### src/rtl/vcig_pkg.sv
package vcig_pkg;

  localparam logic [7:0] PRE_HI     = 8'hFF;
  localparam logic [7:0] PRE_LO     = 8'h00;
  localparam int         PRE_WORDS  = 3;
  localparam int         TOP_LINE   = 1;
  localparam int         BOTTOM_LINE = 7;

  typedef enum logic [1:0] {SEEK, GOT_HI, GOT_LO1, GOT_LO2} pre_st_e;

  typedef struct packed {
    logic f;
    logic v;
    logic h;
  } trc_flags_t;

  function automatic logic [3:0] prot_bits(input trc_flags_t fl);
    return {fl.v ^ fl.h, fl.f ^ fl.h, fl.f ^ fl.v, fl.f ^ fl.v ^ fl.h};
  endfunction

endpackage

### src/rtl/vcig_trc_decode.sv
module vcig_trc_decode
  import vcig_pkg::*;
(
  input  logic       clk,
  input  logic       rst,
  input  logic [7:0] word,
  input  logic       word_vld,
  output logic       code_hit,
  output trc_flags_t flags,
  output logic       prot_bad
);

  pre_st_e st_q, st_d;

  always_comb begin
    st_d = st_q;
    if (word_vld) begin
      unique case (st_q)
        SEEK:    st_d = (word == PRE_HI) ? GOT_HI : SEEK;
        GOT_HI:  st_d = (word == PRE_LO) ? GOT_LO1 : ((word == PRE_HI) ? GOT_HI : SEEK);
        GOT_LO1: st_d = (word == PRE_LO) ? GOT_LO2 : ((word == PRE_HI) ? GOT_HI : SEEK);
        default: st_d = SEEK;
      endcase
    end
  end

  always_ff @(posedge clk) begin
    if (rst) st_q <= SEEK;
    else     st_q <= st_d;
  end

  assign code_hit = word_vld && (st_q == GOT_LO2);
  assign flags    = word[6:4];
  assign prot_bad = !word[7] || (word[3:0] != prot_bits(flags));

endmodule

### src/rtl/vcig_channel.sv
module vcig_channel
  import vcig_pkg::*;
#(
  parameter int LEN_W     = 12,
  parameter int LINE_W    = 11,
  parameter bit CHECK_TRC = 1'b1
) (
  input  logic             clk,
  input  logic             rst,
  input  logic [7:0]       word,
  input  logic             word_vld,
  input  logic             raw_mode,
  input  logic             field_mode,
  input  logic             raw_vvalid,
  input  logic             raw_hvalid,
  input  logic             buf_ovf,
  input  logic [LEN_W-1:0] cfg_blank,
  input  logic [LEN_W-1:0] cfg_active,
  output logic             frame_evt,
  output logic             err_evt
);

  localparam int               GAP_W   = LEN_W + 1;
  localparam logic [GAP_W-1:0] GAP_MAX = '1;
  localparam logic [GAP_W-1:0] PRE_ADJ = GAP_W'(PRE_WORDS);
  localparam logic [LINE_W-1:0] TOP_L  = LINE_W'(TOP_LINE);
  localparam logic [LINE_W-1:0] BOT_L  = LINE_W'(BOTTOM_LINE);

  logic       code_hit, prot_bad;
  trc_flags_t flags;

  vcig_trc_decode u_dec (
    .clk      (clk),
    .rst      (rst),
    .word     (word),
    .word_vld (word_vld),
    .code_hit (code_hit),
    .flags    (flags),
    .prot_bad (prot_bad)
  );

  logic [GAP_W-1:0]  gap_q;
  logic              have_prev_q, prev_h_q, last_v_q, line_ok_q;
  logic [LINE_W-1:0] line_q;
  logic              vv_q, hv_q, armed_q;

  logic             code_ok, eav_ok, top_start, bot_start, len_mis, raw_start;
  logic [GAP_W-1:0] gap_exp;
  logic             frame_d, err_d;

  always_comb begin
    code_ok   = code_hit && !(CHECK_TRC && prot_bad);
    eav_ok    = code_ok && flags.h;
    top_start = eav_ok && !flags.v && last_v_q;
    bot_start = eav_ok && !top_start && field_mode && line_ok_q &&
                ((line_q + 1'b1) == BOT_L);
    gap_exp   = (prev_h_q ? {1'b0, cfg_blank} : {1'b0, cfg_active}) + PRE_ADJ;
    len_mis   = code_ok && have_prev_q && (flags.h != prev_h_q) && (gap_q != gap_exp);
    raw_start = raw_vvalid && raw_hvalid && !hv_q && (armed_q || !vv_q);
    frame_d   = raw_mode ? raw_start : (top_start || bot_start);
    err_d     = buf_ovf || (CHECK_TRC && (len_mis || (code_hit && prot_bad)));
  end

  always_ff @(posedge clk) begin
    if (rst) begin
      gap_q       <= '0;
      have_prev_q <= 1'b0;
      prev_h_q    <= 1'b0;
      last_v_q    <= 1'b0;
      line_ok_q   <= 1'b0;
      line_q      <= '0;
      vv_q        <= 1'b0;
      hv_q        <= 1'b0;
      armed_q     <= 1'b0;
      frame_evt   <= 1'b0;
      err_evt     <= 1'b0;
    end else begin
      if (code_hit)                          gap_q <= '0;
      else if (word_vld && gap_q != GAP_MAX) gap_q <= gap_q + 1'b1;

      if (code_ok) begin
        have_prev_q <= 1'b1;
        prev_h_q    <= flags.h;
      end else if (code_hit) begin
        have_prev_q <= 1'b0;
      end

      if (eav_ok) begin
        last_v_q <= flags.v;
        if (top_start) begin
          line_ok_q <= 1'b1;
          line_q    <= TOP_L;
        end else if (line_ok_q) begin
          line_q <= line_q + 1'b1;
        end
      end

      vv_q <= raw_vvalid;
      hv_q <= raw_hvalid;
      if (raw_start)               armed_q <= 1'b0;
      else if (raw_vvalid && !vv_q) armed_q <= 1'b1;
      else if (!raw_vvalid)        armed_q <= 1'b0;

      frame_evt <= frame_d;
      err_evt   <= err_d;
    end
  end

endmodule

### src/rtl/vcig_irq_ctrl.sv
module vcig_irq_ctrl #(
  parameter int N = 5
) (
  input  logic         clk,
  input  logic         rst,
  input  logic [N-1:0] evt,
  input  logic [N-1:0] en,
  input  logic [N-1:0] clr,
  output logic [N-1:0] pulse,
  output logic [N-1:0] status
);

  always_ff @(posedge clk) begin
    if (rst) begin
      pulse  <= '0;
      status <= '0;
    end else begin
      pulse  <= evt & en & ~status;
      status <= evt | (status & ~clr);
    end
  end

endmodule

### src/rtl/vcig_top.sv
module vcig_top #(
  parameter int NCH    = 4,
  parameter int NUM_RX = 2,
  parameter int LEN_W  = 12,
  parameter int LINE_W = 11
) (
  input  logic               clk,
  input  logic               rst,
  input  logic [NCH*8-1:0]   ch_word,
  input  logic [NCH-1:0]     ch_word_vld,
  input  logic [NCH-1:0]     ch_raw_mode,
  input  logic [NCH-1:0]     ch_field_mode,
  input  logic [NCH-1:0]     raw_vvalid,
  input  logic [NCH-1:0]     raw_hvalid,
  input  logic [NCH-1:0]     buf_ovf,
  input  logic [NCH*LEN_W-1:0] cfg_blank_len,
  input  logic [NCH*LEN_W-1:0] cfg_active_len,
  input  logic [NCH:0]       irq_en,
  input  logic [NCH:0]       irq_clr,
  output logic [NCH-1:0]     frame_irq,
  output logic               err_irq,
  output logic [NCH:0]       irq_status
);

  localparam int NIRQ = NCH + 1;

  logic [NCH-1:0]  frame_evt, err_evt;
  logic [NIRQ-1:0] all_evt, all_pulse;

  for (genvar i = 0; i < NCH; i++) begin : g_ch
    vcig_channel #(
      .LEN_W     (LEN_W),
      .LINE_W    (LINE_W),
      .CHECK_TRC (i < NUM_RX)
    ) u_ch (
      .clk        (clk),
      .rst        (rst),
      .word       (ch_word[i*8 +: 8]),
      .word_vld   (ch_word_vld[i]),
      .raw_mode   (ch_raw_mode[i]),
      .field_mode (ch_field_mode[i]),
      .raw_vvalid (raw_vvalid[i]),
      .raw_hvalid (raw_hvalid[i]),
      .buf_ovf    (buf_ovf[i]),
      .cfg_blank  (cfg_blank_len[i*LEN_W +: LEN_W]),
      .cfg_active (cfg_active_len[i*LEN_W +: LEN_W]),
      .frame_evt  (frame_evt[i]),
      .err_evt    (err_evt[i])
    );
  end

  assign all_evt = {|err_evt, frame_evt};

  vcig_irq_ctrl #(.N(NIRQ)) u_irq (
    .clk    (clk),
    .rst    (rst),
    .evt    (all_evt),
    .en     (irq_en),
    .clr    (irq_clr),
    .pulse  (all_pulse),
    .status (irq_status)
  );

  assign frame_irq = all_pulse[NCH-1:0];
  assign err_irq   = all_pulse[NCH];

endmodule

### config.mk
export PLATFORM = sky130hd
export DESIGN_NAME = vcig_top
export DESIGN_NICKNAME = d
export VERILOG_FILES = /design/src/rtl/vcig_pkg.sv /design/src/rtl/vcig_trc_decode.sv /design/src/rtl/vcig_channel.sv /design/src/rtl/vcig_irq_ctrl.sv /design/src/rtl/vcig_top.sv
export SDC_FILE = /design/constraint.sdc
export NUM_CORES = 1
export LEC_CHECK = 0
export BUFFER_PORTS_ARGS = -buffer_cell sky130_fd_sc_hd__clkbuf_2
export CORE_ASPECT_RATIO = 1.2
export CORE_UTILIZATION = 55
export DETAILED_ROUTE_END_ITERATION = 8
export MAX_ROUTING_LAYER = met4
export PLACE_DENSITY = 0.81
export SYNTH_ARGS = -nofsm -noshare
export SYNTH_HDL_FRONTEND = slang
export SYNTH_HIERARCHICAL = 1
export SYNTH_SLANG_ARGS = --single-unit
### constraint.sdc
create_clock -name clk -period 2.56 [get_ports clk]
set_input_delay 0.384 -clock clk [delete_from_list [all_inputs] [get_ports clk]]
set_output_delay 0.384 -clock clk [all_outputs]
set_load 0.1 [all_outputs]
Word-level counts from Yosys, hierarchy flattened --
Cells that the tools add are included.
Operators by class: mux-type cells 42, bitwise gates (word level) 14, eq/ne operators 32, reductions and logical operators 123, $add $sub $neg 8
Operators by type and width (number):
- $mux W11 | 8
- $logic_and A1 B1 Y1 | 60
- $add A11 B1 Y11 const B | 4
- $eq A11 B3 Y1 const B | 4
- $eq A8 B8 Y1 const B | 4
- $logic_not A8 Y1 | 4
- $add A13 B1 Y13 const B | 2
- $add A13 B2 Y13 const B | 2
- $ne A13 B13 Y1 | 2
- $ne A13 B13 Y1 const B | 2
- $mux W12 | 2
- $pmux W2 S3 | 4
- $logic_not A1 Y1 | 20
- $mux W1 | 20
- $eq A2 B2 Y1 const B | 8
- $mux W2 | 8
- $reduce_and A2 Y1 | 8
- $and A5 B5 Y5 | 3
- $logic_or A1 B1 Y1 | 14
- $reduce_bool A2 Y1 | 6
- $reduce_or A2 Y1 | 6
- $not A5 Y5 | 2
- $eq A2 B1 Y1 const B | 4
- $logic_not A2 Y1 | 4
- other kinds (6) | 18
Word-level totals: bits of input ports 164, register bits after elaboration 120

Longest topological paths before layout --
Gate-level depths: netlist (run 1).
word-level depth 16, mapped depth 10, depth with buffers taken out 10

Hierarchy --
Netlist (run 1), hierarchy kept.
By module, submodules not included:
- vcig_channel at g_ch[0].u_ch ... | instances 2, area each 2213.4 µm², cells each 276, seq. area each 660.6 µm²
- vcig_channel at g_ch[2].u_ch ... | instances 2, area each 996.0 µm², cells each 119, seq. area each 360.3 µm²
- vcig_trc_decode | instances 4, area each 257.7 µm², cells each 32, seq. area each 40.0 µm²
- vcig_irq_ctrl | instances 1, area each 390.4 µm², cells each 32, seq. area each 200.2 µm²
- vcig_top | instances 1, area each 7.5 µm², cells each 1, seq. area each 0.0 µm²

Least setup slack after synthesis (run 1) --
No wires, ideal clock.
kind in2reg, start point in ch_word[4], end point reg g_ch[0].u_ch.line_q[6], setup time 70 ps, buffers on the path 0, path slack 162 ps, arrival 2327 ps, stages 10, required time 2490 ps, cell sequence inv_1 -> ha_1 -> xnor2_1 -> nand4_1 -> nand3b_1 -> nor3b_2 -> o21ai_0 -> nor2_1 -> nand4b_1 -> a21oi_1
Between the ends: longest elaborated chain between the ends 10, elaborated cells on any way between the ends 13, those cells by class eq/ne: 1; mux: 1; bitwise: 3; reduce/logical: 8
Ends and longest elaborated chain:
- start, declared | line vcig_top.sv:9 | input logic [NCH*8-1:0] ch_word,
- $xor A1 B1 Y1 | line vcig_pkg.sv:18 | return {fl.v ^ fl.h, fl.f ^ fl.h, fl.f ^ fl.v, fl.f ^ fl.v ^ fl.h};
- $ne A4 B4 Y1 * | line vcig_trc_decode.sv:34 | assign prot_bad = !word[7] || (word[3:0] != prot_bits(flags));
- $logic_or A1 B1 Y1 * | line vcig_trc_decode.sv:34
- via g_ch[0].u_ch.prot_bad | line vcig_channel.sv:29 | logic code_hit, prot_bad;
- $logic_not A1 Y1 * | line vcig_channel.sv:52 | code_ok = code_hit && !(CHECK_TRC && prot_bad);
- $logic_and A1 B1 Y1 * | line vcig_channel.sv:52
- $logic_and A1 B1 Y1 * | line vcig_channel.sv:53 | eav_ok = code_ok && flags.h;
- $logic_and A1 B1 Y1 (2 in series) | line vcig_channel.sv:54 | top_start = eav_ok && !flags.v && last_v_q;
- $reduce_bool A2 Y1 (no source line)
- $reduce_and A2 Y1 (no source line)
- end signal, assigned | line vcig_channel.sv:94 | line_q <= line_q + 1'b1;
- end, declared | line vcig_channel.sv:44 | logic [LINE_W-1:0] line_q;
Mark *: on every way through the listed nets, which the timed path passes. The rest lies on a longest branch. A chain may end at the register's enable or synchronous reset.

Worst setup path after layout (run 1) --
start point reg g_ch[0].u_ch.prev_h_q, end point reg g_ch[0].u_ch.err_evt
Between the ends: longest elaborated chain between the ends 6, elaborated cells on any way between the ends 8, those cells by class add/sub: 1; eq/ne: 2; mux: 1; reduce/logical: 4
Ends and longest elaborated chain:
- start, declared | line vcig_channel.sv:43 | logic have_prev_q, prev_h_q, last_v_q, line_ok_q;
- start signal, assigned | line vcig_channel.sv:83 | prev_h_q <= flags.h;
- $mux W12 | line vcig_channel.sv:57 | gap_exp = (prev_h_q ? {1'b0, cfg_blank} : {1'b0, cfg_active}) + PRE_ADJ;
- $add A13 B2 Y13 | line vcig_channel.sv:57
- $ne A13 B13 Y1 | line vcig_channel.sv:58 | len_mis = code_ok && have_prev_q && (flags.h != prev_h_q) && (gap_q != gap_exp);
- $logic_and A1 B1 Y1 * | line vcig_channel.sv:58
- $logic_or A1 B1 Y1 * (2 in series) | line vcig_channel.sv:61 | err_d = buf_ovf || (CHECK_TRC && (len_mis || (code_hit && prot_bad)));
- end signal, assigned | line vcig_channel.sv:105 | err_evt <= err_d;
- end, declared | line vcig_channel.sv:20 | output logic err_evt
Every way passes the cells marked *; elsewhere a longest branch is shown, timed or not.

==> summary.md, run 1 <==
| Metric | Value |
|---|---|
| Final setup violation count | `0` |
| IO buf count | `125` |
| RSZ-0062 raised after global routing | `no` |
| Max Fclk | `0.423 GHz` |
| Row cnt | `between 40 and 50` |
| Clk sinks | `120` |
| Via density | `~5.7` |
| CTS clock-pin slew for the worst setup and hold paths | `around 50 ps` |
| Critical path destination | `g_ch[0].u_ch/err_evt` |
| First-pass GRT wire length | `between 20000 and 30000 um` |
| Vias in the first global route | `roughly 6500` |
| Htree depth | `4` |
| Seq pwr share | `0.398` |
| Clk_skew | `~6 ps` |
| GRT Overall Usage | `0.245` |
| Critical Path Sink Type | `flip-flop` |
| Max VDD drop | `slightly below 400 uV` |
| Pre-Repair DR Iteration Count | `4` |
| Most frequent cells in the layout | `124 x clkbuf_2, 120 x dfxtp_1, 110 x nor2_1` |
| Ys Warns | `6` |
| Maximum Capacitance Violations | `0` |
| WL/cell | `~14 um` |
| FF-to-FF path depth | `7` |
| Post-CTS Setup Inserts | `0` |
| Boundary pin count | `between 150 and 200` |
| PostCTS Resize Cnt | `0` |
| Most used routing layer | `met2` |
| Crit path launch type | `flip-flop` |
| Die area | `0.0145 mm^2` |
| Switching share of power | `0.227` |
| Worst setup path startpoint | `g_ch[0].u_ch/prev_h_q` |
| Die Width | `110 um` |
| Max-slew violations | `0` |
| Vias post-DR | `between 7000 and 8000` |
| R2R Path Start | `g_ch[0].u_ch/prev_h_q` |
| Leak Pwr | `about 3.4 nW` |
| Post-Route WL | `16900 um` |
| Worst-path cell chain | `mux2i_1, ha_1, xor2_1, o21ai_0, nor4_1, o2111ai_1, o31a_1` |
| Global Route met1 Usage | `0.288` |
| HPWL after DPL | `approximately 13000 um` |
| Comb power frac | `0.099` |
| R2R Setup Slk | `200 ps` |
| Power per standard cell area | `between 500 and 600 mW/mm^2` |
| Crit-path slowest cell | `dfxtp_1` |
| Switch Pwr | `around 1.1 mW` |
| Worst-margin pin slew | `between 1000 and 1500 ps` |
| Largest net degree at the start of global routing | `38` |
| Final hold vios | `0` |
| Synth-to-layout area growth | `18.6%` |
| Hold slack | `roughly 170 ps` |
| Worst-case clock buffer depth | `2` |
| Worst Path Arrival | `about 2700 ps` |
| Cell area after synthesis | `slightly below 0.008 mm^2` |
| Setup TNS | `0 ps` |
| Routability cong. | `around 0.88` |
| Dpl cells | `about 1200` |
| Period minus WS final | `between 2000 and 2500 ps` |
| DRC viols | `0` |
| Antenna-violating nets left | `0` |
| TritonCTS clock tree | `done` |
| Clock network power share | `0.502` |
| Crit Path Category | `reg2reg` |
| Crit-path max FO | `12` |
| Final period util | `0.923` |
| Layout Nets | `approximately 1300` |
| Initial core utilization | `0.573` |
| R2R Path End | `g_ch[0].u_ch/err_evt` |
| Cts hold-fix bufs | `0` |
| Initial DRC Count | `326` |
| Core Region | `0.0134 mm^2` |
| Final cell count without fillers | `1247` |
| Max_slew headroom | `0.186` |
| Inserted Diodes | `0` |
| Root Driver | `clkbuf_16` |
| Syn_nets | `approximately 1100` |
| Hold Path Class | `in2reg` |
| Crit-path max cell delay | `600 ps` |
| Met2 Usage GRT | `0.411` |
| Layout cell share with drive strength beyond 1 | `0.221` |
| Worst skew pair latency | `410 ps` |
| Mapped Avg Cell Area | `about 8.3 um^2` |
| Die H | `between 100 and 150 um` |
| Global route overflow | `0` |
| Power Internal | `3.73 mW` |
| Initial antenna violation count | `0` |
| Commonest non-fill, non-tap cell in the layout | `clkbuf_2` |
| Clock buffer count from CTS | `17` |
| Required time of the critical path | `2850 ps` |
| Syn Inst Count | `roughly 930` |
| Grt met3 use | `0.0501` |
| Status | `finished, final reports clean` |
## worst min path at each step
stage | startpoint | slack (ps) | cells past startpoint | end
global placement | u_irq/status[4] | 430 | 1 | u_irq/pulse[4]
detailed placement | u_irq/status[4] | 440 | 1 | u_irq/pulse[4]
floorplan | g_ch[0].u_ch/last_v_q | 430 | 2 | g_ch[0].u_ch/last_v_q
CTS | ch_raw_mode[1] | 150 | 2 | g_ch[1].u_ch/frame_evt
finish | ch_raw_mode[1] | 170 | 2 | g_ch[1].u_ch/frame_evt
global route | ch_raw_mode[1] | 160 | 2 | g_ch[1].u_ch/frame_evt
## routing by layer
layer | part of all wire | wire (um)
met1 | 0.45 | 7590
met2 | 0.51 | 8560
met3 | 0.033 | 556
met4 | 0.012 | 202
met5 | 0 | 0
## worst max-delay path: cells and delay by family, from the launching register on
kind	cells	cell delay, ps
XOR/XNOR	1	120
AO/OA/AOI/OAI	3	530
multiplexers	1	360
flip-flops	1	600
AND/OR/NAND/NOR	1	330
adder cells (fa/ha/maj)	1	290
## power groups by stage
stage | clock, mW | combinational (mW) | sequential, mW
floorplan | 0 | 0.249 | 2.00
global placement | 0 | 0.468 | 1.96
detailed placement | 0 | 0.478 | 1.96
CTS | 2.47 | 0.481 | 1.92
global route | 2.55 | 0.527 | 1.93
finish | 2.43 | 0.479 | 1.92
## cell type report
class	instances	area [um^2]
flip-flops and latches	120	2400
well taps	168	210
inverters	31	116
clock inverters	8	118
clock buffers	24	492
fillers	1132	4300
repair buffers	157	868
multi-input cells	739	4910
## flip-flops by register name (all words and copies together) (netlist names), 5 cells and up
name                  cells
g_ch.u_ch/line_q         44
g_ch.u_ch/gap_q          26
g_ch.u_ch/u_dec/st_q      8
u_irq/status              5
u_irq/pulse               5
## per-stage QoR
step                total power [mW]  area [um^2]  setup WS, ps   util
finish                          4.83         9110           198  0.680
CTS                             4.87         9110           199  0.680
global route                    5.00         9110          15.3  0.680
detailed placement              2.44         8500          29.2  0.634
floorplan                       2.25         7680           162      -
global placement                2.43         8500          92.4  0.634
No activity file was read; power rests on OpenSTA's default activity.
==> run 2: changes to the inputs <==
- SYNTH_HIERARCHICAL: 1 -> not set
==> run 2 against run 1 <==
Effect of this change:
- sequential cell count is the same
- routed wire length grew 5.6%
- cell count grew 2.6%
- hold slack gained 3.6 ps
- largest power group unchanged
==> summary.md, run 2 <==
| Metric | Value |
|---|---|
| Status | `finished, final reports clean` |
| Seq/Total Area, Yosys | `0.321` |
| Pre-Repair DR Iteration Count | `5 (+1)` |
| CTS clock-pin slew for the worst setup and hold paths | `50 ps (about the same)` |
| Vias post-DR | `7456 (+4.4%)` |
| Synth async-reset ratio | `0` |
| Initial antenna violation count | `0 (unchanged)` |
| WP depth | `7 (unchanged)` |
| Worst-case clock buffer depth | `2 (unchanged)` |
| Final period util | `0.927 (+0.00431)` |
| Row cnt | `46 (unchanged)` |
| Required time of the critical path | `2810 ps (-40 ps)` |
| Antenna-violating nets left | `0 (unchanged)` |
| Ys Warns | `0 (-6)` |
| Cell area after synthesis | `0.00749 mm^2 (-2.6%)` |
| Initial core utilization | `0.566 (-0.00746)` |
| Routability cong. | `0.865 (-1.6%)` |
| Layout Nets | `1279 (+2.3%)` |
| Root Driver | `clkbuf_16` |
| TritonCTS clock tree | `done` |
| Mapped Avg Cell Area | `7.73 um^2 (-6.7%)` |
| Crit Path Category | `reg2reg` |
| Period minus WS final | `2370 ps (+11.0 ps)` |
| DRC viols | `0 (unchanged)` |
| Global route overflow | `0 (unchanged)` |
| Final setup violation count | `0 (unchanged)` |
| Largest net degree at the start of global routing | `85 (+120%)` |
| Syn_nets | `1148 (+3.3%)` |
| Clock buffer count from CTS | `17 (unchanged)` |
| Die area | `0.0141 mm^2 (-2.5%)` |
| Final hold vios | `0 (unchanged)` |
| Htree depth | `4 (unchanged)` |
| Buf/Inv on CP | `1 (+1)` |
| Max-slew violations | `0 (unchanged)` |
| Critical Path Sink Type | `flip-flop` |
| Max Fclk | `0.421 GHz (-0.47%)` |
| FF-to-FF path depth | `7 (unchanged)` |
| Synth-to-layout area growth | `20.2%` |
| IO buf count | `125 (unchanged)` |
| Top flop regs | `g_ch.u_ch.line_q: 44 flops, g_ch.u_ch.gap_q: 26 flops, g_ch.u_ch.u_dec.st_q: 8 flops` |
| Core Region | `0.0132 mm^2 (-1.3%)` |
| RSZ-0062 raised after global routing | `no` |
| Dominant cells by area after synthesis | `dfxtp_1 32%, xnor2_1 7.3%, a21oi_1 5.5%, nor2_1 5.1%, o21ai_0 3.8%` |
| Post-Route WL | `17900 um (+5.6%)` |
| Hold slack | `172 ps (+3.59 ps)` |
| Largest Register | `g_ch.u_ch.line_q` |
| Worst-path cell chain | `buf_4, mux2i_1, or3b_2, a221oi_1, a21oi_1, nor4_1, a41oi_1` |
| Setup TNS | `0 ps (unchanged)` |
| Clk_skew | `4.89 ps (-0.965 ps)` |
| Crit-path max cell delay | `460 ps (-140 ps)` |
| Multi-input gate area | `0.00478 mm^2 (-2.6%)` |
| Syn Inst Count | `968 (+4.4%)` |
| HPWL after DPL | `12800 um (+1.6%)` |
| Share of the synthesized area in the top cell type | `0.321` |
| Clk sinks | `120 (unchanged)` |
| Via density | `5.83 (+1.7%)` |
| Synth area leader | `dfxtp_1` |
| WL/cell | `13.9 um (+2.8%)` |
| Worst Path Arrival | `2620 ps (-30 ps)` |
| Worst-margin pin slew | `764 ps (-444 ps)` |
| Hold Path Class | `in2reg` |
| Maximum Capacitance Violations | `0 (unchanged)` |
| Boundary pin count | `174 (unchanged)` |
| Top cells by count, synth | `120 x dfxtp_1, 101 x nor2_1, 83 x a21oi_1, 76 x nand2_1, 62 x xnor2_1` |
| Most frequent cell after synthesis | `dfxtp_1` |
| Layout cell share with drive strength beyond 1 | `0.186 (-0.0344)` |
| EDFF count, synth | `0` |
| First-pass GRT wire length | `30100 um (+7.9%)` |
| GRT Overall Usage | `0.271 (+0.0266)` |
| Synth Register Bits | `120` |
| Vias in the first global route | `6936 (+6.2%)` |
| Fill cells | `1126 (-0.53%)` |
| Power per standard cell area | `536 mW/mm^2 (+1.2%)` |
| Max_slew headroom | `0.490 (+0.304)` |
| Layout Utilization | `0.680 (about the same)` |
| Hold depth | `2 (unchanged)` |
| Die Width | `109 um (-1.3%)` |
| Crit path launch type | `flip-flop` |
| Commonest non-fill, non-tap cell in the layout | `clkbuf_2` |
| Max VDD drop | `554 uV (+44%)` |
| Inserted Diodes | `0 (unchanged)` |
| Yosys cell types | `71` |
| Crit-path max FO | `11 (-1)` |
| Die H | `130 um (-1.3%)` |
| Most frequent cells in the layout | `124 x clkbuf_2, 119 x dfxtp_1, 101 x nor2_1` |
| Leak Pwr | `3.23 nW (-5.9%)` |
| Synth Flop Type | `dfxtp_1` |
| Max reg flops | `44 (unchanged)` |
| Worst skew pair latency | `420 ps (about the same)` |
| Family with the most delay on the worst path | `simple AND/OR/NAND/NOR gates` |
| Initial DRC Count | `417 (+28%)` |
| Sequential cell area | `0.00240 mm^2 (about the same)` |
| Crit-path slowest cell | `or3b_2` |
==> run 2: metal layers <==
metal	vias up	global-route usage	part of all wire
met2	168	0.456	0.49
li1	3796	-	-
met3	35	0.0569	0.041
met5	-	-	0
met4	0	0.112	0.022
met1	3457	0.312	0.44
==> run 2: repair_timing <==
action | 4_1_cts | 5_1_grt
gates resized for setup | 0 | 1
hold buffers | 0 | 0
setup buffers | 0 | 0
setup endpoints to repair | 0 | 1
==> run 2: stage by stage <==
step	setup slack (ps)	std cells	total power, mW	area, um^2
6_report	187	1280	4.83	9000
5_1_grt	21.6	1280	5.00	9000
4_1_cts	108	1280	4.86	9000
3_5_place_dp	-91.8	1248	2.42	8390
3_3_place_gp	4.49	1248	2.41	8390
2_1_floorplan	98.7	968	2.21	7490
==> run 2: layout make-up <==
class	instances	share of cell area
Clock inverter	8	0.0131
Sequential cell	120	0.267
Clock buffer	24	0.0546
Timing Repair Buffer	157	0.0976
Multi-Input combinational cell	771	0.531
Inverter	32	0.0133
Tap cell	168	0.0233
==> run 2: path summary, 6_finish.rpt <==
kind              slack, ps                   end                   from
hold / removal          170  g_ch[0].u_ch.armed_q          raw_hvalid[0]
setup reg to reg        190  g_ch[0].u_ch.err_evt  g_ch[0].u_ch.prev_h_q
hold reg to reg         440        u_irq.pulse[3]        u_irq.status[3]
setup / recovery        190  g_ch[0].u_ch.err_evt  g_ch[0].u_ch.prev_h_q
==> run 2: where the power goes <==
| group | switching (mW) | internal, mW |
|---|---|---|
| logic | 0.262 | 0.202 |
| clock network | 0.821 | 1.63 |
| registers | 0.0194 | 1.90 |
==> run 2: kinds of logic after synthesis <==
group | after synthesis | synth area share
AOI/OAI and AO/OA | 224 | 0.181
xor gates and xnor gates | 75 | 0.0877
buffers and inverters | 77 | 0.0416
and+or+nand+nor | 424 | 0.297
DFF | 120 | 0.321
adders and majority gates | 16 | 0.0267
muxes | 32 | 0.0453
